[config.mk]
export PLATFORM = sky130hd
export DESIGN_NAME = palette_lut
export DESIGN_NICKNAME = d
export VERILOG_FILES = /design/src/rtl/palette_pkg.sv /design/src/rtl/pal_table.sv /design/src/rtl/pal_cpu_port.sv /design/src/rtl/pal_index_map.sv /design/src/rtl/palette_lut.sv
export SDC_FILE = /design/constraint.sdc
export NUM_CORES = 1
export LEC_CHECK = 0
export BUFFER_PORTS_ARGS = -buffer_cell sky130_fd_sc_hd__buf_4
export CAP_MARGIN = 20
export CORE_ASPECT_RATIO = 1.25
export CORE_MARGIN = 2
export CORE_UTILIZATION = 61
export DETAILED_ROUTE_END_ITERATION = 16
export PLACE_DENSITY = 0.77
export SLEW_MARGIN = 30
export SYNTH_ARGS = -nofsm -noshare
export SYNTH_HDL_FRONTEND = slang
export SYNTH_SLANG_ARGS = --single-unit
[constraint.sdc]
create_clock -name clk -period 3.3 [get_ports clk]
set_input_delay 0.165 -clock clk [delete_from_list [all_inputs] [get_ports clk]]
set_output_delay 0.165 -clock clk [all_outputs]
set_load 0.05 [all_outputs]
[src/rtl/palette_pkg.sv]
package palette_pkg;

    localparam int PIX_W = 8;
    localparam int ENT_W = 4;
    localparam int IDX_W = 4;
    localparam int N_ENT = 1 << IDX_W;
    localparam int N_TBL = 3;
    localparam int REG_W = 6;

    typedef enum logic [1:0] {
        DEPTH_1 = 2'd0,
        DEPTH_2 = 2'd1,
        DEPTH_4 = 2'd2,
        DEPTH_8 = 2'd3
    } depth_e;

    typedef enum logic [1:0] {
        COMP_AUTO = 2'd0,
        COMP_RED  = 2'd1,
        COMP_GRN  = 2'd2,
        COMP_BLU  = 2'd3
    } comp_e;

    typedef enum logic [1:0] {
        OUT_BW    = 2'd0,
        OUT_MONO  = 2'd1,
        OUT_COLOR = 2'd2
    } out_mode_e;

    typedef struct packed {
        logic [IDX_W-1:0] red;
        logic [IDX_W-1:0] grn;
        logic [IDX_W-1:0] blu;
    } idx_set_t;

    typedef struct packed {
        logic [ENT_W-1:0] red;
        logic [ENT_W-1:0] grn;
        logic [ENT_W-1:0] blu;
    } rgb_t;

    function automatic comp_e next_comp(comp_e c);
        case (c)
            COMP_RED: return COMP_GRN;
            COMP_GRN: return COMP_BLU;
            default:  return COMP_RED;
        endcase
    endfunction

    function automatic logic [1:0] tbl_of(comp_e c);
        case (c)
            COMP_GRN: return 2'd1;
            COMP_BLU: return 2'd2;
            default:  return 2'd0;
        endcase
    endfunction

endpackage

[src/rtl/pal_table.sv]
module pal_table
    import palette_pkg::*;
#(
    parameter int AW = IDX_W,
    parameter int DW = ENT_W
) (
    input  logic          clk,
    input  logic          rst,
    input  logic          we,
    input  logic [AW-1:0] cpu_addr,
    input  logic [DW-1:0] wdata,
    output logic [DW-1:0] cpu_q,
    input  logic [AW-1:0] disp_addr,
    output logic [DW-1:0] disp_q
);
    localparam int DEPTH = 1 << AW;

    logic [DW-1:0] mem [DEPTH];

    always_ff @(posedge clk) begin
        if (rst) begin
            for (int i = 0; i < DEPTH; i++) begin
                mem[i] <= '0;
            end
        end else if (we) begin
            mem[cpu_addr] <= wdata;
        end
    end

    assign cpu_q  = mem[cpu_addr];
    assign disp_q = mem[disp_addr];

endmodule

[src/rtl/pal_cpu_port.sv]
module pal_cpu_port
    import palette_pkg::*;
(
    input  logic                        clk,
    input  logic                        rst,
    input  logic                        reg_sel,
    input  logic                        reg_wr,
    input  logic                        reg_rd,
    input  logic [REG_W-1:0]            reg_wdata,
    input  logic [N_TBL-1:0][ENT_W-1:0] tbl_q,
    output logic [N_TBL-1:0]            tbl_we,
    output logic [IDX_W-1:0]            ptr,
    output logic [ENT_W-1:0]            wr_val,
    output logic [REG_W-1:0]            reg_rdata,
    output comp_e                       comp
);
    comp_e phase;
    comp_e target;
    logic  data_acc;

    assign target   = (comp == COMP_AUTO) ? phase : comp;
    assign data_acc = reg_sel && (reg_wr || reg_rd);
    assign wr_val   = reg_wdata[ENT_W-1:0];

    generate
        for (genvar g = 0; g < N_TBL; g++) begin : g_we
            assign tbl_we[g] = reg_sel && reg_wr && (tbl_of(target) == 2'(g));
        end
    endgenerate

    always_ff @(posedge clk) begin
        if (rst) begin
            ptr   <= '0;
            comp  <= COMP_AUTO;
            phase <= COMP_RED;
        end else if (reg_wr && !reg_sel) begin
            ptr   <= reg_wdata[IDX_W-1:0];
            comp  <= comp_e'(reg_wdata[IDX_W+1:IDX_W]);
            phase <= COMP_RED;
        end else if (data_acc && comp == COMP_AUTO) begin
            phase <= next_comp(phase);
            if (phase == COMP_BLU) begin
                ptr <= ptr + 1'b1;
            end
        end
    end

    always_comb begin
        if (reg_sel) begin
            reg_rdata = {{(REG_W-ENT_W){1'b0}}, tbl_q[tbl_of(target)]};
        end else begin
            reg_rdata = {comp, ptr};
        end
    end

endmodule

[src/rtl/pal_index_map.sv]
module pal_index_map
    import palette_pkg::*;
(
    input  logic [PIX_W-1:0] pix,
    input  depth_e           depth,
    input  logic             color_en,
    input  logic [1:0]       bank,
    output idx_set_t         idx,
    output out_mode_e        mode
);
    always_comb begin
        if (depth == DEPTH_1) begin
            mode = OUT_BW;
        end else if (!color_en) begin
            mode = OUT_MONO;
        end else begin
            mode = OUT_COLOR;
        end
    end

    always_comb begin
        idx = '0;
        case (depth)
            DEPTH_2: begin
                idx.red = {bank, pix[1:0]};
                idx.grn = {bank, pix[1:0]};
                idx.blu = {bank, pix[1:0]};
            end
            DEPTH_4: begin
                idx.red = pix[3:0];
                idx.grn = pix[3:0];
                idx.blu = pix[3:0];
            end
            DEPTH_8: begin
                if (color_en) begin
                    idx.red = {bank[0], pix[7:5]};
                    idx.grn = {bank[0], pix[4:2]};
                    idx.blu = {bank,    pix[1:0]};
                end else begin
                    idx.red = pix[3:0];
                    idx.grn = pix[3:0];
                    idx.blu = pix[3:0];
                end
            end
            default: idx = '0;
        endcase
    end

endmodule

[src/rtl/palette_lut.sv]
module palette_lut
    import palette_pkg::*;
(
    input  logic             clk,
    input  logic             rst,
    input  logic [PIX_W-1:0] pix_in,
    input  logic [1:0]       depth,
    input  logic             color_en,
    input  logic [1:0]       bank_sel,
    input  logic             disp_on,
    input  logic             reg_sel,
    input  logic             reg_wr,
    input  logic             reg_rd,
    input  logic [REG_W-1:0] reg_wdata,
    output logic [REG_W-1:0] reg_rdata,
    output logic [ENT_W-1:0] red_o,
    output logic [ENT_W-1:0] grn_o,
    output logic [ENT_W-1:0] blu_o
);
    idx_set_t                    idx;
    out_mode_e                   mode;
    logic [N_TBL-1:0][IDX_W-1:0] disp_idx;
    logic [N_TBL-1:0][ENT_W-1:0] disp_q;
    logic [N_TBL-1:0][ENT_W-1:0] cpu_q;
    logic [N_TBL-1:0]            tbl_we;
    logic [IDX_W-1:0]            cur_addr;
    logic [ENT_W-1:0]            wr_val;
    comp_e                       cur_comp;
    rgb_t                        nxt;
    rgb_t                        out_q;

    pal_index_map u_map (
        .pix      (pix_in),
        .depth    (depth_e'(depth)),
        .color_en (color_en),
        .bank     (bank_sel),
        .idx      (idx),
        .mode     (mode)
    );

    pal_cpu_port u_cpu (
        .clk       (clk),
        .rst       (rst),
        .reg_sel   (reg_sel),
        .reg_wr    (reg_wr),
        .reg_rd    (reg_rd),
        .reg_wdata (reg_wdata),
        .tbl_q     (cpu_q),
        .tbl_we    (tbl_we),
        .ptr       (cur_addr),
        .wr_val    (wr_val),
        .reg_rdata (reg_rdata),
        .comp      (cur_comp)
    );

    assign disp_idx[0] = idx.red;
    assign disp_idx[1] = idx.grn;
    assign disp_idx[2] = idx.blu;

    generate
        for (genvar g = 0; g < N_TBL; g++) begin : g_tbl
            pal_table #(.AW(IDX_W), .DW(ENT_W)) u_tbl (
                .clk       (clk),
                .rst       (rst),
                .we        (tbl_we[g]),
                .cpu_addr  (cur_addr),
                .wdata     (wr_val),
                .cpu_q     (cpu_q[g]),
                .disp_addr (disp_idx[g]),
                .disp_q    (disp_q[g])
            );
        end
    endgenerate

    always_comb begin
        nxt = '0;
        if (disp_on) begin
            case (mode)
                OUT_BW:    nxt.grn = {ENT_W{pix_in[0]}};
                OUT_MONO:  nxt.grn = disp_q[1];
                OUT_COLOR: begin
                    nxt.red = disp_q[0];
                    nxt.grn = disp_q[1];
                    nxt.blu = disp_q[2];
                end
                default:   nxt = '0;
            endcase
        end
    end

    always_ff @(posedge clk) begin
        if (rst) begin
            out_q <= '0;
        end else begin
            out_q <= nxt;
        end
    end

    assign red_o = out_q.red;
    assign grn_o = out_q.grn;
    assign blu_o = out_q.blu;

endmodule

=== Yosys cells after proc, flatten, opt, wreduce, memory -nomap -nowiden ===
Memory sizes are Yosys's and may differ from the RTL's. A register that Yosys moved wholly into a read port is not among the register bits.
Index checks and enable logic that the tools add are counted.

* Flip-flop bits (word level): 12
* Input bits: 25
* Memories kept: 3
* Logic and storage cells: 87
* Memory bits (writable): 192
* Output and inout port bits: 18

{| class="wikitable"
|+ Memory list
! name !! words !! width !! rd ports !! clocked after Yosys merged registers in !! wr ports !! line !! source
|-
| g_tbl[0].u_tbl.mem || 16 || 4 || 2 || 2 || 16 || pal_table.sv:18 || <nowiki>logic [DW-1:0] mem [DEPTH];</nowiki>
|-
| g_tbl[1].u_tbl.mem || 16 || 4 || 2 || 1 || 16 || pal_table.sv:18 ||
|-
| g_tbl[2].u_tbl.mem || 16 || 4 || 2 || 2 || 16 || pal_table.sv:18 ||
|}

* Muxes and demuxes: 41
* Equal/unequal tests: 12
* Bitwise logic cells: 2
* Order comparisons: 1
* Reduce and logical (&&, ||, !) cells: 23
* $add $sub $neg: 1

{| class="wikitable"
|+ Operator list
! operator !! count
|-
| $mux 4 || 16
|-
| $pmux 12 s3 || 1
|-
| $eq 2x2->1 const B || 8
|-
| $mux 1 || 14
|-
| $mux 12 || 1
|-
| $reduce_or 4->1 || 3
|-
| $bmux 4 s2 || 1
|-
| $eq 2x1->1 const B || 4
|-
| $logic_not 2->1 || 4
|-
| $mux 2 || 4
|-
| $pmux 2 s2 || 2
|-
| $pmux 4 s2 || 1
|-
| $logic_and 1x1->1 || 7
|-
| $mux 6 || 1
|-
| $reduce_or 2->1 || 3
|-
| $add 4x1->4 const B || 1
|-
| $reduce_bool 2->1 || 2
|-
| $lt 2x3->1 const B || 1
|-
| $reduce_or 3->1 || 1
|-
| $not 1->1 || 2
|-
| $reduce_and 2->1 || 1
|-
| $logic_not 1->1 || 1
|-
| $logic_or 1x1->1 || 1
|}

=== Logic depth before layout (Yosys ltp) ===
* Depth in word-level cells: 11
* Mapped depth: 10
* Depth with buffers taken out: 7

=== Cells and area by module ===
From an unflattened synthesis, not the netlist that was laid out.

* Cells, all modules: 931
* Area, all modules: 12248.0 µm²

{| class="wikitable"
|+ Modules (own cells, without submodules)
! module !! area an instance (µm²) !! instances !! sequential area each (µm²) !! cells each
|-
| pal_table || 3656.0 || 3 || 1921.8 || 254
|-
| pal_cpu_port || 658.1 || 1 || 160.2 || 92
|-
| palette_lut || 395.4 || 1 || 240.2 || 36
|-
| pal_index_map || 226.5 || 1 || 0.0 || 41
|}

=== Worst setup path before layout ===
OpenSTA, ideal clock, no wires.

* Path type: register to output
* Start: register (tool-made name)
* End: output reg_rdata[2]
* Arrival time: 2272 ps
* Stages on the path, launching flop included: 8
* Buffers on the path: 2
* Setup slack: 863 ps
* Required time: 3135 ps
* Cell sequence: dfxtp_1 > buf_2 > buf_2 > mux4_2 > mux2i_1 > a211oi_1 > a21oi_1 > a31oi_1

{| class="wikitable"
|+ RTL lines
! element !! line !! source
|-
| end, declared || palette_lut.sv:15 || <nowiki>output logic [REG_W-1:0] reg_rdata,</nowiki>
|}

==> summary.md <==
| Metric | Value |
|---|---|
| Outcome | `complete, no violations` |
| Cell Pwr Density | `485 mW/mm^2` |
| Vias | `8317` |
| Initial DRT Pass Iterations | `7` |
| Commonest cells post-synth | `edfxtp_1 (192), and3_1 (137), mux2i_1 (83)` |
| Global route overflow | `0` |
| Cell Area, Synth | `0.0122 mm^2` |
| Lkg Pwr | `5.46 nW` |
| Delay-heaviest family, CP | `multiplexers` |
| Cell type with the largest total area after synthesis | `edfxtp_1` |
| Tot GR Track Use | `31.4%` |
| EDFF count, synth | `192` |
| Max H-tree Level | `1` |
| P&R area growth vs syn | `8.65%` |
| Minimum clock period | `3.16 ns` |
| Place WS | `0.524 ns` |
| Pin count of the biggest net entering global routing | `81` |
| Clock latency on the worst-skew pair | `0.52 ns` |
| Element type at the critical path start | `register` |
| Core ar. | `0.0195 mm^2` |
| Synth Warn # | `0` |
| Post-CTS setup buffer count | `0` |
| Total power | `6.45 mW` |
| Nets | `963` |
| Setup TNS | `0 ns` |
| Initial antenna violation count | `1` |
| Worst Hold Class | `input port to register` |
| Placed Instance Area | `0.0126 mm^2` |
| Slew Limit Fails | `0` |
| Clock Tree Root | `clkbuf_16` |
| Largest cells by area after synthesis | `edfxtp_1 (47%), mux4_2 (11%), and3_1 (7.0%)` |
| DRC Markers | `0` |
| Crit share post-route | `95.7%` |
| Worst VDD drop | `0.507 mV` |
| Fmax | `317 MHz` |
| Clk sinks | `216` |
| CP max-delay cell | `dfxtp_2` |
| CTS Buffer Depth | `3` |
| Detailed-route wire length per cell | `26.7 um` |
| Synth Register Bits | `216` |
| I/O pins | `43` |
| Asr flop ratio synth | `0%` |
| 1st-iter DRT viols | `959` |
| CP arrival | `2.99 ns` |
| Maxcap violations | `0` |
| Layout Utilization | `68.1%` |
| RSZ-0062 raised after global routing | `no` |
| Setup Skew | `0.0133 ns` |
| Fill count | `1383` |
| Critical path endpoint category | `primary output` |
| Finish-stage setup viols | `0` |
| Final worst setup slack | `0.141 ns` |
| Distinct cells, synth | `55` |
| Mean Syn Cell Area | `13.0 um^2` |
| Required time of the critical path | `3.13 ns` |
| Final hold vios | `0` |
| Synth top area share | `47.1%` |
| DRT antenna net count | `0` |
| First-pass GRT wire length | `49000 um` |
| Cells after Synth | `944` |
| Port Buf Inserts | `42` |
| Multi-input logic area | `0.00557 mm^2` |
| Avg Vias per Cell | `6.86` |
| Worst-path clk slew | `0.06 ns` |
| Cts bufs inserted | `22` |
| Max_slew headroom | `46.1%` |
| CTS tree | `done` |
| Syn_nets | `975` |
| Wirelength, routed | `32400 um` |
| FP Rows | `57` |
| Area of the die | `0.0212 mm^2` |
| Die height | `162 um` |
| Synth Flop Type | `edfxtp_1` |
| Initial Util | `62.6%` |
| Top-count cell post-synth | `edfxtp_1` |
| Worst path max stage delay | `0.55 ns` |
| Final std cell area, no fill | `0.0133 mm^2` |
| GP Congestion | `1.00` |
| Die width | `131 um` |
| Register Area | `0.00625 mm^2` |
| Vias in the first global route | `8182` |
| Dpl hpwl | `22900 um` |
| Post-synthesis sequential area ratio | `51.0%` |
| Share of layout cells above drive strength 1 | `19.7%` |
| CP cell instances | `buf_4 -> mux4_2 -> mux4_2 -> a221oi_2 -> a21oi_1 -> buf_4` |
| Worst slew pin tran | `0.808 ns` |
| Buffers plus inverters on the worst setup path | `2` |
| Crit Path Max Fanout | `19` |
| CP Class | `register to primary output` |
[path summary, 6_finish.rpt]
kind                            cells past startpoint  slack (ns)                                      end                   startpoint
worst max-delay path                                6        0.14                             reg_rdata[1]                     register
worst max register to register                      4        0.97  g_tbl[0].u_tbl.mem[14][2]$_SDFFCE_PN0P_    u_cpu.ptr[1]$_SDFFE_PP0P_
worst min-delay path                                4        0.11               u_cpu.comp[0]$_SDFFE_PP0P_                      reg_sel
worst min register to register                      2        0.55              u_cpu.phase[1]$_SDFFE_PP0P_  u_cpu.phase[1]$_SDFFE_PP0P_
[timing repair]
action | CTS | global route
gates resized for setup | 1 | 0
hold endpoints to repair | 2 | 0
setup endpoints to repair | 1 | 0
hold buffers | 2 | 0
[layer usage]
| layer | share of wire [%] | vias up | global-route usage, % |
|---|---|---|---|
| met5 | 0 | - | 0 |
| met4 | 5.6 | 0 | 15.0 |
| met3 | 7.7 | 124 | 4.24 |
| met2 | 51 | 485 | 53.5 |
| met1 | 36 | 4100 | 39.7 |
| li1 | - | 3608 | - |
[state kept, by name, summed over array words and instances, names as in the netlist, named ones only]
name,flops
g_tbl.u_tbl.mem,192
blu_o,4
grn_o,4
red_o,4
u_cpu.ptr,4
u_cpu.comp,2
u_cpu.phase,2
[worst reg2reg max path: stages (launching register included)]
cell	delay (ns)
dfxtp_1	0.46
ha_1	0.31
and3_1	0.66
nor2b_1	0.39
or2_2	0.23
[kinds of logic after synthesis]
logic type,Yosys count,synth area share [%]
fa+ha+maj,6,0.613
simple gates,343,16.5
mux,166,21.7
buf+inv,98,3.62
xor+xnor,2,0.143
compound gates,113,6.47
flops,216,51.0
[final cells by class]
cell class / count / area share (%)
sequential: 216 / 47.0
multi-input combinational: 630 / 41.9
clock buffer: 26 / 4.41
timing repair buffer: 57 / 3.35
tap: 265 / 2.49
clock inverter: 12 / 0.724
inverter: 5 / 0.141
antenna: 1 / 0.0188
[where the power goes]
part	internal (mW)	switching [mW]	leakage, nW
registers	3.08	0.109	2.18
clock network	1.35	1.03	0.332
logic	0.381	0.509	2.95
[through the flow]
stage          std cells  hold WS, ns
2_1_floorplan        944        0.301
3_3_place_gp        1171        0.412
3_5_place_dp        1171        0.424
4_1_cts             1211        0.105
5_1_grt             1211        0.150
6_report            1212        0.110
[layout by cell type (no fill, tap or decap), types with 8 or more instances in the layout]
| cell type | n |
|---|---|
| buf_4 | 54 |
| and3_1 | 137 |
| a21o_1 | 32 |
| mux2_2 | 8 |
| dfxtp_1 | 22 |
| or2_2 | 17 |
| edfxtp_1 | 192 |
| mux4_2 | 61 |
| nand2_1 | 23 |
| and2_1 | 79 |
| nand3_1 | 12 |
| mux2i_1 | 83 |
| nor2b_1 | 26 |
| a21oi_1 | 26 |
| nor2_1 | 27 |
| mux4_1 | 13 |
| clkbuf_16 | 23 |
(Power assumes the default switching activity.)
